[config.mk]
export PLATFORM = sky130hd
export DESIGN_NAME = tap_window_select
export DESIGN_NICKNAME = d
export VERILOG_FILES = /design/src/rtl/tapsel_pkg.sv /design/src/rtl/tapsel_ctrl.sv /design/src/rtl/tapsel_dpath.sv /design/src/rtl/tapsel_status.sv /design/src/rtl/tap_window_select.sv
export SDC_FILE = /design/constraint.sdc
export NUM_CORES = 1
export LEC_CHECK = 0
export ABC_AREA = 1
export CORE_ASPECT_RATIO = 1.25
export CORE_MARGIN = 1
export CORE_UTILIZATION = 55
export DETAILED_ROUTE_END_ITERATION = 7
export GPL_ROUTABILITY_DRIVEN = 0
export PLACE_DENSITY_LB_ADDON = 0.05
export SYNTH_ARGS = -nofsm -noshare
export SYNTH_HDL_FRONTEND = slang
export SYNTH_SLANG_ARGS = --single-unit
[constraint.sdc]
create_clock -name clk -period 7.4 [get_ports clk]
set_input_delay 1.48 -clock clk [delete_from_list [all_inputs] [get_ports clk]]
set_output_delay 1.48 -clock clk [all_outputs]
set_load 0.005 [all_outputs]
[src/rtl/tapsel_pkg.sv]
package tapsel_pkg;

  typedef enum logic [1:0] {
    ST_IDLE = 2'd0,
    ST_PREP = 2'd1,
    ST_SCAN = 2'd2,
    ST_FIN  = 2'd3
  } selState_t;

  typedef struct packed {
    logic prep;
    logic step;
    logic finish;
  } ctlStrobe_t;

endpackage

[src/rtl/tapsel_ctrl.sv]
module tapsel_ctrl
  import tapsel_pkg::*;
(
  input  logic       clk,
  input  logic       rstN,
  input  logic       start,
  input  logic       lastBit,
  input  logic       runOk,
  output ctlStrobe_t strobe,
  output logic       busy,
  output logic       done,
  output logic       selOk,
  output logic       selErr
);

  selState_t state, stateNext;

  always_comb begin
    stateNext = state;
    unique case (state)
      ST_IDLE: if (start) stateNext = ST_PREP;
      ST_PREP: stateNext = ST_SCAN;
      ST_SCAN: if (lastBit) stateNext = ST_FIN;
      ST_FIN:  stateNext = ST_IDLE;
      default: stateNext = ST_IDLE;
    endcase
  end

  always_comb begin
    strobe.prep   = (state == ST_PREP);
    strobe.step   = (state == ST_SCAN);
    strobe.finish = (state == ST_FIN);
  end

  assign busy = (state != ST_IDLE);

  always_ff @(posedge clk or negedge rstN) begin
    if (!rstN) begin
      state  <= ST_IDLE;
      done   <= 1'b0;
      selOk  <= 1'b0;
      selErr <= 1'b0;
    end else begin
      state  <= stateNext;
      done   <= strobe.finish;
      selOk  <= strobe.finish && runOk;
      selErr <= strobe.finish && !runOk;
    end
  end

  p_done_pulse_r2: assert property (@(posedge clk) disable iff (!rstN)
    done |=> !done);

  p_done_excl_r2: assert property (@(posedge clk) disable iff (!rstN)
    done |-> $onehot({selOk, selErr}));

  p_idle_after_done_r2: assert property (@(posedge clk) disable iff (!rstN)
    done |-> !busy);

endmodule

[src/rtl/tapsel_dpath.sv]
module tapsel_dpath
  import tapsel_pkg::*;
#(
  parameter int TAP_COUNT = 8,
  parameter int MIN_RUN   = 3,
  localparam int MAPW = 2 * TAP_COUNT,
  localparam int IW   = $clog2(MAPW + 1),
  localparam int BW   = (MAPW > 1) ? $clog2(MAPW) : 1,
  localparam int TW   = (TAP_COUNT > 1) ? $clog2(TAP_COUNT) : 1
) (
  input  logic            clk,
  input  logic            rstN,
  input  ctlStrobe_t      strobe,
  input  logic            busy,
  input  logic            mapWrEn,
  input  logic [MAPW-1:0] mapWrData,
  output logic            lastBit,
  output logic            runOk,
  output logic [TW-1:0]   tapSet
);

  logic [MAPW-1:0] bitmap;
  logic [IW-1:0]   idx, runLen, bestLen, bestStart, bestEnd;
  logic            curBit, runBeatsBest;
  logic [IW-1:0]   finLen, finStart, finEnd, mid;
  logic [IW:0]     sum;
  logic [TW-1:0]   tapCalc;

  assign curBit       = bitmap[idx[BW-1:0]];
  assign lastBit      = (idx == IW'(MAPW - 1));
  assign runBeatsBest = (runLen > bestLen);

  // Resolve the run still open when the scan ends (idx == MAPW here)
  always_comb begin
    if (runBeatsBest) begin
      finLen   = runLen;
      finStart = idx - runLen;
      finEnd   = idx - IW'(1);
    end else begin
      finLen   = bestLen;
      finStart = bestStart;
      finEnd   = bestEnd;
    end
    sum     = {1'b0, finStart} + {1'b0, finEnd};
    mid     = IW'(sum >> 1);
    tapCalc = TW'(mid % IW'(TAP_COUNT));
  end

  assign runOk = (finLen >= IW'(MIN_RUN));

  always_ff @(posedge clk or negedge rstN) begin
    if (!rstN) begin
      bitmap <= '0;
    end else if (mapWrEn && !busy) begin
      bitmap <= mapWrData;
    end
  end

  always_ff @(posedge clk or negedge rstN) begin
    if (!rstN) begin
      idx       <= '0;
      runLen    <= '0;
      bestLen   <= '0;
      bestStart <= '0;
      bestEnd   <= '0;
    end else if (strobe.prep) begin
      idx       <= '0;
      runLen    <= '0;
      bestLen   <= '0;
      bestStart <= '0;
      bestEnd   <= '0;
    end else if (strobe.step) begin
      idx <= idx + IW'(1);
      if (curBit) begin
        runLen <= runLen + IW'(1);
      end else begin
        if (runBeatsBest) begin
          bestLen   <= runLen;
          bestStart <= idx - runLen;
          bestEnd   <= idx - IW'(1);
        end
        runLen <= '0;
      end
    end
  end

  always_ff @(posedge clk or negedge rstN) begin
    if (!rstN) begin
      tapSet <= '0;
    end else if (strobe.finish && runOk) begin
      tapSet <= tapCalc;
    end
  end

  p_run_bound_r3: assert property (@(posedge clk) disable iff (!rstN)
    runLen <= idx);

  p_best_bound_r3: assert property (@(posedge clk) disable iff (!rstN)
    bestLen <= IW'(MAPW));

  p_map_hold_r10: assert property (@(posedge clk) disable iff (!rstN)
    (busy && mapWrEn) |=> $stable(bitmap));

endmodule

[src/rtl/tapsel_status.sv]
module tapsel_status
  import tapsel_pkg::*;
(
  input  logic       clk,
  input  logic       rstN,
  input  ctlStrobe_t strobe,
  input  logic       runOk,
  input  logic       retuneErrIn,
  input  logic       errQuery,
  output logic       autoRetuneEn,
  output logic       retuneErrFlag,
  output logic       errHit
);

  logic reportNow;

  assign reportNow = errQuery && autoRetuneEn && retuneErrFlag;

  always_ff @(posedge clk or negedge rstN) begin
    if (!rstN) begin
      autoRetuneEn  <= 1'b0;
      retuneErrFlag <= 1'b0;
      errHit        <= 1'b0;
    end else begin
      if (strobe.prep)                     autoRetuneEn <= 1'b0;
      else if (strobe.finish && runOk)     autoRetuneEn <= 1'b1;

      if (strobe.prep || reportNow)        retuneErrFlag <= 1'b0;
      else if (retuneErrIn)                retuneErrFlag <= 1'b1;

      errHit <= reportNow;
    end
  end

  p_hit_clears_r9: assert property (@(posedge clk) disable iff (!rstN)
    errHit |-> !retuneErrFlag);

  p_hit_needs_en_r9: assert property (@(posedge clk) disable iff (!rstN)
    errHit |-> $past(autoRetuneEn));

  p_flag_sticky_r8: assert property (@(posedge clk) disable iff (!rstN)
    (retuneErrFlag && !errQuery && !strobe.prep) |=> retuneErrFlag);

endmodule

[src/rtl/tap_window_select.sv]
module tap_window_select
  import tapsel_pkg::*;
#(
  parameter int TAP_COUNT = 8,
  parameter int MIN_RUN   = 3,
  localparam int MAPW = 2 * TAP_COUNT,
  localparam int TW   = (TAP_COUNT > 1) ? $clog2(TAP_COUNT) : 1
) (
  input  logic            clk,
  input  logic            rstN,
  input  logic            mapWrEn,
  input  logic [MAPW-1:0] mapWrData,
  input  logic            start,
  input  logic            retuneErrIn,
  input  logic            errQuery,
  output logic            done,
  output logic            selOk,
  output logic            selErr,
  output logic [TW-1:0]   tapSet,
  output logic            autoRetuneEn,
  output logic            retuneErrFlag,
  output logic            errHit
);

  ctlStrobe_t strobe;
  logic busy, lastBit, runOk;

  tapsel_ctrl uCtrl (
    .clk(clk), .rstN(rstN), .start(start), .lastBit(lastBit), .runOk(runOk),
    .strobe(strobe), .busy(busy), .done(done), .selOk(selOk), .selErr(selErr)
  );

  tapsel_dpath #(.TAP_COUNT(TAP_COUNT), .MIN_RUN(MIN_RUN)) uDpath (
    .clk(clk), .rstN(rstN), .strobe(strobe), .busy(busy), .mapWrEn(mapWrEn),
    .mapWrData(mapWrData), .lastBit(lastBit), .runOk(runOk), .tapSet(tapSet)
  );

  tapsel_status uStatus (
    .clk(clk), .rstN(rstN), .strobe(strobe), .runOk(runOk),
    .retuneErrIn(retuneErrIn), .errQuery(errQuery),
    .autoRetuneEn(autoRetuneEn), .retuneErrFlag(retuneErrFlag), .errHit(errHit)
  );

  p_ok_arms_r7: assert property (@(posedge clk) disable iff (!rstN)
    selOk |-> autoRetuneEn);

  p_tap_hold_r6: assert property (@(posedge clk) disable iff (!rstN)
    !selOk |-> $stable(tapSet));

  p_err_unarmed_r6: assert property (@(posedge clk) disable iff (!rstN)
    selErr |-> !autoRetuneEn);

endmodule

==> impl_metrics.ini, run 1 <==
[placed_design]
place.detailed.hpwl_um = 4010
placedInstanceArea_sq_um = 3250
numPortBuffers = 30

[yosys]
synth.lib_cells_used.distinct = 32
synthMuxAreaShare_pct = 4.59
netlist_top_cells_area = sky130_fd_sc_hd__dfrtp_1, sky130_fd_sc_hd__nand2_1, sky130_fd_sc_hd__ha_1, sky130_fd_sc_hd__inv_1, sky130_fd_sc_hd__mux2_2
synth_adder_area_share_pct = 9.43
synth_top_area_share_pct = 42.5
post_synthesis_sequential_area_ratio_pct = 42.5
synthCells = 336
synth_cell_area_sq_um = 2940
synthXorXnorAreaFrac_pct = 1.78
synthesis.area_per_instance_sq_um = 8.76
post_synthesis_share_of_cell_area_spent_on_and_or_nand_and_nor_gates_pct = 22.6
synth_top_family_by_area = simple AND/OR/NAND/NOR gates
netlist.top_cell.by_area = sky130_fd_sc_hd__dfrtp_1
mappedNetlistNets = 379
synth_warnings = 0
synth_compound_area_share_pct = 10.6
synth_register_bits = 50

[routing]
detail_route.vias_per_cell = 5.17
detail_route.drc_violations = 0
firstDrtPassIters = 4
drt_iter0_markers = 74
totalWireLength_um = 5340
routedWlPerCell_um = 12.4
dr_total_vias = 2216
antenna_violating_nets_post_route = 0

[sta]
finClkSkew_ns = 0.00555
worst_slew_margin_rel_pct = 49.1
timing.setup.tns_ns = 0
min_period_ns = 2.93
fmaxAchievable_ghz = 0.342
finalHoldViolCount = 0
period_share_pct = 39.5
grt_setup_unrepaired = false
report.final.slew_viol_count = 0
worst_pin_slew_ns = 0.761
setup_viol = 0

[setup_path]
timing.critical_path.cells = inv_1 > ha_1 > nand2_2 > inv_1 > nand2_1 > nand3_2 > nand2_2 > inv_2 > or2_2 > o21ai_1 > inv_1 > ha_1 > nand2_1 > nand3b_1 > nand2_1 > nand2_1 > nand3_1 > nand2_1
cp_slowest_stage_delay_ns = 0.39
worst_r2r_path_depth = 18
cp_top_delay_family = simple AND/OR/NAND/NOR gates
path_class = reg2reg
ff2ff_setup_slack_ns = 4.47
timing.critical_path.mode_cell = sky130_fd_sc_hd__nand2_1
cp-startpoint = uDpath.bestLen[4]
critPathSlowestCell = sky130_fd_sc_hd__dfrtp_1
cp.required_ns = 7.60
worstPathBufferInverterCount = 4
arrival_ns = 3.13
worstReg2RegEnd = uDpath.tapSet[2]
timing.critical_path.to_type = flop
crit_end = uDpath.tapSet[2]
worstSetupStartpointType = flop
worst_path_fanout_max = 15
reg2reg_from = uDpath.bestLen[4]
crit_path_cell_count = 18

[grt]
grt.total_usage_pct = 22.1
grt_max_degree = 51
grt_first_pass_wirelength_um = 9580
vias_in_the_first_global_route = 2238
grt_antenna_before_repair = 0
grt-ovfl-total = 0

[floorplan]
row_count = 29
die_h_um = 83.8
die_w_um = 67.4
die_area_sq_um = 5650
io_pins = 31
floorplan.core_area_sq_um = 5120
floorplan.initialDensity_pct = 57.5

[cts]
cts_hold_buffers = 0
post-cts-setup-buffers = 0
cts_htree_levels = 2
clockBufferDepth = 2
cts_root_buffer = sky130_fd_sc_hd__clkbuf_8
clock_input_transition_at_the_sequential_cells_of_the_worst_setup_and_hold_paths_ns = 0.09
clkSinkCount = 50
tritoncts = built
cts_resized = 0
cts_made_buffers = 5
clock_network_latency_to_the_later_pin_of_the_worst_skew_pair_ns = 0.30

[status]
status = finished, final reports clean

[finish]
final_layout_size_suffix_gt1_share_pct = 15.8
final_area_sq_um = 3340
area_delta_synth_final_pct = 13.6
num_antenna_cells = 0
regArea_sq_um = 1250
filler_cell_count = 445
area_of_the_multi_input_gates_sq_um = 1440
fin_nets = 409

[flow_run]
max_cap_viols = 0

[min_path]
type_of_the_tightest_min_delay_check = reg2reg
[registers in the layout (all words and copies together), names as in the netlist]
register / cells
uDpath.bitmap: 16
uDpath.bestLen: 5
uDpath.idx: 5
uDpath.runLen: 5
uDpath.bestEnd: 4
uDpath.bestStart: 4
uDpath.tapSet: 3
uCtrl.state: 2
uCtrl.done: 1
uCtrl.selErr: 1
uCtrl.selOk: 1
uStatus.autoRetuneEn: 1
uStatus.errHit: 1
uStatus.retuneErrFlag: 1
[cell usage after synthesis (all sizes together)]
cell / n
clkbuf: 2
inv: 45
mux2: 12
a21oi: 16
nor4: 1
clkinv: 1
fa: 2
nand2: 85
o22ai: 2
o211ai: 4
nand3: 24
nand3b: 3
nand4: 1
buf: 6
o21ai: 31
nor3: 3
ha: 19
dfrtp: 50
or2: 1
xor2: 6
nor2: 22
[layout by cell type (no fill, tap or decap), types with 2 or more instances in the layout]
master and instances:
sky130_fd_sc_hd__nand2_1 64, sky130_fd_sc_hd__dfrtp_1 50, sky130_fd_sc_hd__inv_1 43, sky130_fd_sc_hd__clkdlybuf4s50_1 29, sky130_fd_sc_hd__nand3_1 23, sky130_fd_sc_hd__nor2_1 20
sky130_fd_sc_hd__ha_1 19, sky130_fd_sc_hd__nand2_2 17, sky130_fd_sc_hd__a21oi_1 16, sky130_fd_sc_hd__o21ai_0 15, sky130_fd_sc_hd__mux2_2 12, sky130_fd_sc_hd__o21ai_1 8
sky130_fd_sc_hd__o21ai_2 8, sky130_fd_sc_hd__xor2_1 6, sky130_fd_sc_hd__clkbuf_8 6, sky130_fd_sc_hd__nand2_4 4, sky130_fd_sc_hd__nand3b_1 3, sky130_fd_sc_hd__nor3_1 3
sky130_fd_sc_hd__o211ai_1 3, sky130_fd_sc_hd__inv_2 2, sky130_fd_sc_hd__o22ai_1 2, sky130_fd_sc_hd__fa_1 2
[worst min path at each step]
| stage | slack [ns] | depth (start not counted) | startpoint | to |
|---|---|---|---|---|
| 3_5_place_dp | 0.48 | 2 | uDpath.tapSet[1] | uDpath.tapSet[1] |
| 3_3_place_gp | 0.47 | 2 | uDpath.bestEnd[3] | uDpath.bestEnd[3] |
| 6_report | 0.49 | 2 | uDpath.tapSet[1] | uDpath.tapSet[1] |
| 4_1_cts | 0.50 | 2 | uDpath.bestEnd[0] | uDpath.bestEnd[0] |
| 2_1_floorplan | 0.45 | 2 | uDpath.bestLen[2] | uDpath.bestLen[2] |
| 5_1_grt | 0.52 | 2 | uDpath.tapSet[2] | uDpath.tapSet[2] |
[metal layers]
metal	global-route usage, %	up-vias	routed length (um)
met5	0	-	0
met3	4.23	8	107
met1	26.3	1033	2430
li1	-	1144	-
met2	38.8	31	2710
met4	7.16	0	83
[worst register-to-register path, cell delays in order (launching register included)]
cell and delay, ns:
sky130_fd_sc_hd__dfrtp_1 0.39, sky130_fd_sc_hd__inv_1 0.06, sky130_fd_sc_hd__ha_1 0.32, sky130_fd_sc_hd__nand2_2 0.11, sky130_fd_sc_hd__inv_1 0.05, sky130_fd_sc_hd__nand2_1 0.07, sky130_fd_sc_hd__nand3_2 0.20, sky130_fd_sc_hd__nand2_2 0.31
sky130_fd_sc_hd__inv_2 0.07, sky130_fd_sc_hd__or2_2 0.28, sky130_fd_sc_hd__o21ai_1 0.13, sky130_fd_sc_hd__inv_1 0.07, sky130_fd_sc_hd__ha_1 0.33, sky130_fd_sc_hd__nand2_1 0.06, sky130_fd_sc_hd__nand3b_1 0.17, sky130_fd_sc_hd__nand2_1 0.07
sky130_fd_sc_hd__nand2_1 0.04, sky130_fd_sc_hd__nand3_1 0.07, sky130_fd_sc_hd__nand2_1 0.05
[layout make-up]
class / instances / share of cell area [%]
multi-input cells: 232 / 43.2
flip-flops and latches: 50 / 37.4
repair buffers: 31 / 9.06
inverters: 46 / 5.16
clock buffers: 6 / 2.47
well taps: 62 / 2.32
clock inverters: 2 / 0.374
[logic make-up after synthesis]
| family | Yosys count |
|---|---|
| multiplexers | 12 |
| adder cells (fa/ha/maj) | 21 |
| AND/OR/NAND/NOR | 140 |
| XOR/XNOR | 6 |
| AO/OA/AOI/OAI | 53 |
| flip-flops | 50 |
| buffers and inverters | 54 |
[stage by stage]
step | std cells | hold slack [ns] | setup WS [ns] | util [%]
floorplan | 336 | 0.453 | 4.84 | -
global placement | 421 | 0.470 | 4.46 | 63.5
detailed placement | 421 | 0.477 | 4.45 | 63.5
CTS | 429 | 0.499 | 4.48 | 65.3
global route | 429 | 0.517 | 4.24 | 65.3
finish | 429 | 0.494 | 4.47 | 65.3
Power of run 1 is left out: the tool's default activity adds up to more than one toggle a clock period on the data nets, which glitch-free logic cannot reach.
==> inputs of run 2 (changes only) <==
- CORE_UTILIZATION: 55 -> 51
- clock period: 7.4 -> 2.4 ns (I/O delays scaled with it)
==> run 2 against run 1 <==
Sequential share of layout area is 2.2 points lower. Clock skew increased by 0.0053 ns. Critical path depth decreased by 1. Die area grew 7.6%. Cell area up 6.4%.
==> impl_metrics.ini, run 2 (synthesis results as in run 1) <==
[status]
status = finished, final reports clean

[cts]
clock_input_transition_at_the_sequential_cells_of_the_worst_setup_and_hold_paths_ns = 0.10
clock_network_latency_to_the_later_pin_of_the_worst_skew_pair_ns = 0.31
cts_root_buffer = sky130_fd_sc_hd__clkbuf_8
clockBufferDepth = 2
clkSinkCount = 50
tritoncts = built
cts_hold_buffers = 0
cts_htree_levels = 2
cts_made_buffers = 5

[setup_path]
arrival_ns = 2.50
path_class = reg2reg
timing.critical_path.to_type = flop
worst_path_fanout_max = 10
worstSetupStartpointType = flop
cp.required_ns = 2.61

[grt]
vias_in_the_first_global_route = 2276
grt_antenna_before_repair = 0
grt.total_usage_pct = 21.1
grt_first_pass_wirelength_um = 10100
grt_max_degree = 51
grt-ovfl-total = 0

[routing]
detail_route.vias_per_cell = 5.07
totalWireLength_um = 5890
detail_route.drc_violations = 0
routedWlPerCell_um = 13.2
antenna_violating_nets_post_route = 0
dr_total_vias = 2272
drt_iter0_markers = 69
firstDrtPassIters = 4

[finish]
final_area_sq_um = 3560
most_used_cells_in_the_layout_excluding_fill_and_tap_cells = sky130_fd_sc_hd__nand2_1, sky130_fd_sc_hd__dfrtp_1, sky130_fd_sc_hd__inv_1
regArea_sq_um = 1250
top_register = uDpath.bitmap
num_antenna_cells = 0
area_of_the_multi_input_gates_sq_um = 1530
filler_cell_count = 483
area_delta_synth_final_pct = 20.8
layout_commonest_cell = sky130_fd_sc_hd__nand2_1
fin_nets = 426
final_layout_size_suffix_gt1_share_pct = 22.9
largest_register_ff_count = 16

[floorplan]
floorplan.initialDensity_pct = 53.7
die_w_um = 70.0
die_area_sq_um = 6080
row_count = 30
floorplan.core_area_sq_um = 5480
io_pins = 31
die_h_um = 86.9

[placed_design]
place.detailed.hpwl_um = 4420
numPortBuffers = 30
placedInstanceArea_sq_um = 3390

[min_path]
type_of_the_tightest_min_delay_check = in2async

[sta]
report.final.slew_viol_count = 0
period_share_pct = 95.5
worst_slew_margin_rel_pct = 55.8
setup_viol = 0
min_period_ns = 2.29
worst_pin_slew_ns = 0.662
finClkSkew_ns = 0.0109
finalHoldViolCount = 0
fmaxAchievable_ghz = 0.436

[flow_run]
max_cap_viols = 0
-- run 2: cell count changes in the layout (fill, tap and decap cells not counted), moves of 2 or more --
| cell | before | now |
|---|---|---|
| sky130_fd_sc_hd__buf_4 | 1 | 16 |
| sky130_fd_sc_hd__ha_1 | 19 | 14 |
| sky130_fd_sc_hd__ha_4 | 0 | 4 |
| sky130_fd_sc_hd__inv_1 | 43 | 39 |
| sky130_fd_sc_hd__inv_2 | 2 | 6 |
| sky130_fd_sc_hd__o21ai_1 | 8 | 5 |
| sky130_fd_sc_hd__buf_6 | 0 | 2 |
| sky130_fd_sc_hd__nand2_1 | 64 | 62 |
| sky130_fd_sc_hd__o21ai_2 | 8 | 10 |
-- run 2: stage by stage --
| step | hold slack [ns] | worst slack, ns | cells | util [%] | TNS [ns] |
|---|---|---|---|---|---|
| floorplan | 0.184 | -0.0460 | 336 | - | -0.0460 |
| global placement | 0.468 | 0.0915 | 439 | 61.8 | 0 |
| detailed placement | 0.480 | 0.0359 | 439 | 61.8 | 0 |
| CTS | 0.297 | 0.0255 | 447 | 63.4 | 0 |
| global route | 0.343 | -0.00929 | 448 | 64.9 | -0.00929 |
| finish | 0.258 | 0.108 | 448 | 64.9 | 0 |
-- run 2: worst paths after layout --
path	cells past startpoint	startpoint	slack [ns]	to
setup / recovery	17	uDpath.bestLen[1]	0.11	uDpath.tapSet[2]
hold / removal	2	rstN	0.26	uDpath.bestEnd[2]
setup reg to reg	17	uDpath.bestLen[1]	0.11	uDpath.tapSet[2]
hold reg to reg	2	uDpath.bestEnd[3]	0.50	uDpath.bestEnd[3]
max in group asynchronous	2	rstN	1.70	uDpath.bestLen[4]
min in group clk	2	uDpath.bestEnd[3]	0.50	uDpath.bestEnd[3]
-- run 2: final cells by class --
class | instances | area share (%)
Inverter | 46 | 4.86
Timing Repair Buffer | 48 | 12.3
Multi-Input combinational cell | 232 | 43.0
Tap cell | 64 | 2.25
Sequential cell | 50 | 35.2
Clock buffer | 6 | 2.04
Clock inverter | 2 | 0.387
-- run 2: routing by layer --
metal	GRT usage, %	vias to the layer above	share of wire, %
met5	0	-	0
met4	9.82	0	2.9
met3	2.78	11	2.6
met2	37.5	45	49
met1	25.5	1040	45
li1	-	1176	-
-- run 2: critical path: stages, from the launching register on --
cell,delay [ns]
sky130_fd_sc_hd__dfrtp_1,0.37
sky130_fd_sc_hd__inv_1,0.06
sky130_fd_sc_hd__ha_1,0.28
sky130_fd_sc_hd__nand2_2,0.06
sky130_fd_sc_hd__nor2_4,0.13
sky130_fd_sc_hd__nand2_1,0.08
sky130_fd_sc_hd__nand3_2,0.08
sky130_fd_sc_hd__nand2_2,0.08
sky130_fd_sc_hd__buf_6,0.15
sky130_fd_sc_hd__o21ai_4,0.15
sky130_fd_sc_hd__inv_2,0.05
sky130_fd_sc_hd__ha_4,0.27
sky130_fd_sc_hd__nand2_1,0.05
sky130_fd_sc_hd__nand3b_1,0.16
sky130_fd_sc_hd__nand2_1,0.07
sky130_fd_sc_hd__nand2_1,0.04
sky130_fd_sc_hd__nand3_1,0.07
sky130_fd_sc_hd__nand2_1,0.05
-- run 2: timing repair --
item / CTS / global route
buffers inserted: 0 / 1
gates resized for setup: 0 / 15
endpoints found under the setup margin: 0 / 3
Power of run 2 is left out for the same reason.
==> inputs of run 3 (changes only) <==
- CORE_UTILIZATION: 51 -> 45
- SYNTH_HIERARCHICAL: unset -> 1
==> run 3 against run 2 <==
Maximum frequency decreased by 0.32%. Clock skew decreased by 0.0026 ns. Global-route usage decreased by 0.78 points. Register-to-register slack about the same. Flip-flop and latch count unchanged. First-iteration DRC count increased by 71%. Critical path depth decreased by 5. Cell count increased by 9.2%. Cell area increased by 5.1%. Clock-buffer cell count unchanged. Non-clock buffer count increased by 5. Critical path type unchanged.
==> impl_metrics.ini, run 3 <==
[yosys]
synth_compound_area_share_pct = 8.87
synth_cell_area_sq_um = 2990
synthCells = 352
postSynth.topFlopCell = sky130_fd_sc_hd__dfrtp_1
async_reset_ff_share_pct = 100
synth.lib_cells_used.distinct = 36
yosysMostFrequentCell = sky130_fd_sc_hd__nand2_1
synth_warnings = 6
post_synthesis_sequential_area_ratio_pct = 41.8
synthXorXnorAreaFrac_pct = 1.76
synth-edff-count = 0
netlist.top_cell.by_area = sky130_fd_sc_hd__dfrtp_1
synth_top_area_share_pct = 41.8
synth_top_family_by_area = simple AND/OR/NAND/NOR gates
synth_register_bits = 50
mappedNetlistNets = 395
synthesis.area_per_instance_sq_um = 8.50
synthMuxAreaShare_pct = 4.89
synth_adder_area_share_pct = 9.28
post_synthesis_share_of_cell_area_spent_on_and_or_nand_and_nor_gates_pct = 24.6
netlist_top_cells_area = sky130_fd_sc_hd__dfrtp_1, sky130_fd_sc_hd__nand2_1, sky130_fd_sc_hd__ha_1, sky130_fd_sc_hd__nand3_1, sky130_fd_sc_hd__inv_1
synth.top_cells.by_count = sky130_fd_sc_hd__nand2_1, sky130_fd_sc_hd__dfrtp_1, sky130_fd_sc_hd__inv_1, sky130_fd_sc_hd__nand3_1, sky130_fd_sc_hd__ha_1

[sta]
worst_slew_margin_rel_pct = 62.3
post_layout_worst_setup_margin_ns = 0.101
worst_case_hold_slack_ns = 0.135
fmaxAchievable_ghz = 0.435
finClkSkew_ns = 0.00825
period_share_pct = 95.8
min_period_ns = 2.30
timing.setup.tns_ns = 0
worst_pin_slew_ns = 0.565
finalHoldViolCount = 0
report.final.slew_viol_count = 0
setup_viol = 0

[setup_path]
arrival_ns = 2.52
ff2ff_setup_slack_ns = 0.10
worst_path_fanout_max = 10
timing.critical_path.to_type = flop
path_class = reg2reg
worstReg2RegEnd = uDpath/tapSet[0]
critPathSlowestCell = sky130_fd_sc_hd__fa_2
reg2reg_from = uDpath/runLen[4]
worstPathBufferInverterCount = 1
worstSetupStartpointType = flop
timing.critical_path.mode_cell = sky130_fd_sc_hd__nand2_1
cp_top_delay_family = simple AND/OR/NAND/NOR gates
worst_r2r_path_depth = 12
cp_slowest_stage_delay_ns = 0.46
cp.required_ns = 2.62
timing.critical_path.cells = ha_4 > nand2_2 > nor2_4 > nand2_2 > nand3_4 > buf_6 > nand3b_1 > nand2_1 > and2_1 > fa_2 > nand2_1 > nand2_1

[power_and_ir_drop]
power_per_cell_area_nw_per_um2 = 1580
total_leakage_power_nw = 1.82
max-vdd-ir-drop_mv = 0.662

[routing]
antenna_violating_nets_post_route = 0
detail_route.drc_violations = 0
routedWlPerCell_um = 13.6
firstDrtPassIters = 4
drt_iter0_markers = 118
dr_total_vias = 2414
totalWireLength_um = 6650
detail_route.vias_per_cell = 4.94

[cts]
cts_made_buffers = 5
cts_root_buffer = sky130_fd_sc_hd__clkbuf_8
clockBufferDepth = 2
clkSinkCount = 50
clock_input_transition_at_the_sequential_cells_of_the_worst_setup_and_hold_paths_ns = 0.10
cts_htree_levels = 2
tritoncts = built
cts_hold_buffers = 0
clock_network_latency_to_the_later_pin_of_the_worst_skew_pair_ns = 0.31

[placed_design]
dpl_worst_slack_ns = 0.0141
place.detailed.hpwl_um = 4570
numPortBuffers = 30
placedInstanceArea_sq_um = 3470

[finish]
filler_cell_count = 589
top_register = uDpath/bitmap
area_delta_synth_final_pct = 24.9
final_layout_size_suffix_gt1_share_pct = 23.0
largest_register_ff_count = 16
layout_commonest_cell = sky130_fd_sc_hd__nand2_1
most_used_cells_in_the_layout_excluding_fill_and_tap_cells = sky130_fd_sc_hd__nand2_1, sky130_fd_sc_hd__dfrtp_1, sky130_fd_sc_hd__inv_1
fin_nets = 446
final_area_sq_um = 3740
num_antenna_cells = 0

[floorplan]
row_count = 32
die_h_um = 93.2
floorplan.initialDensity_pct = 47.6
io_pins = 31
die_w_um = 74.9
floorplan.core_area_sq_um = 6290
die_area_sq_um = 6980

[min_path]
type_of_the_tightest_min_delay_check = in2async

[grt]
grt-ovfl-total = 0
grt_first_pass_wirelength_um = 10700
vias_in_the_first_global_route = 2293
grt_antenna_before_repair = 0
grt.total_usage_pct = 20.3
grt_max_degree = 51

[flow_run]
max_cap_viols = 0

[status]
status = finished, final reports clean
[run 3: how the worst max path moves through the flow]
stage,startpoint,to,slack [ns],cells after the start
6_report,uDpath/runLen[4],uDpath/tapSet[0],0.10,12
5_1_grt,uDpath/bestLen[2],uDpath/tapSet[2],-0.04,16
4_1_cts,uDpath/runLen[4],uDpath/tapSet[2],0.001,15
3_5_place_dp,uDpath/runLen[4],uDpath/tapSet[1],0.01,10
3_3_place_gp,uDpath/runLen[4],uDpath/tapSet[1],0.08,10
2_1_floorplan,uDpath/bestLen[4],uDpath/tapSet[2],0.0004,16
[run 3: layer usage]
| metal | GRT usage, % | up-vias | wire length [um] |
|---|---|---|---|
| met4 | 7.23 | 0 | 125 |
| met5 | 0 | - | 0 |
| met3 | 3.02 | 10 | 191 |
| met2 | 34.7 | 41 | 3400 |
| met1 | 25.7 | 1129 | 2940 |
| li1 | - | 1234 | - |
[run 3: cell type report]
cell class	count	area [sq um]	share of cell area (%)
multi-input combinational	246	1600	42.8
sequential	50	1250	33.5
timing repair buffer	53	484	13.0
inverter	47	184	4.92
tap	85	106	2.85
clock buffer	6	72.6	1.94
clock inverter	2	37.5	1.00
[run 3: cells by family (layout without fill, tap and decap cells)]
group,Yosys count,count (layout)
AO/OA/AOI/OAI,43,43
XOR/XNOR,6,6
adder cells (fa/ha/maj),21,21
buffers and inverters,57,108
flip-flops,50,50
multiplexers,13,13
AND/OR/NAND/NOR,162,163
[run 3: timing repair]
| item | in CTS | in global routing |
|---|---|---|
| endpoints found under the setup margin | 0 | 3 |
| gates resized for setup | 0 | 26 |
| buffers inserted | 0 | 5 |
[run 3: stage by stage]
stage                     power (mW)  util (%)  cells
after floorplan                 3.88         -    352
after global placement          4.72      55.2    475
after detailed placement        4.77      55.2    475
after CTS                       5.40      57.0    483
after global routing            6.52      59.5    489
final                           5.90      59.5    489
[run 3: power breakdown]
| part | switching (mW) | total, mW | internal, mW |
|---|---|---|---|
| sequential | 0.186 | 1.33 | 1.15 |
| clock | 0.295 | 0.607 | 0.311 |
| combinational | 2.34 | 3.96 | 1.62 |
| total | 2.82 | 5.90 | 3.08 |
Power figures use the tool's default switching activity.
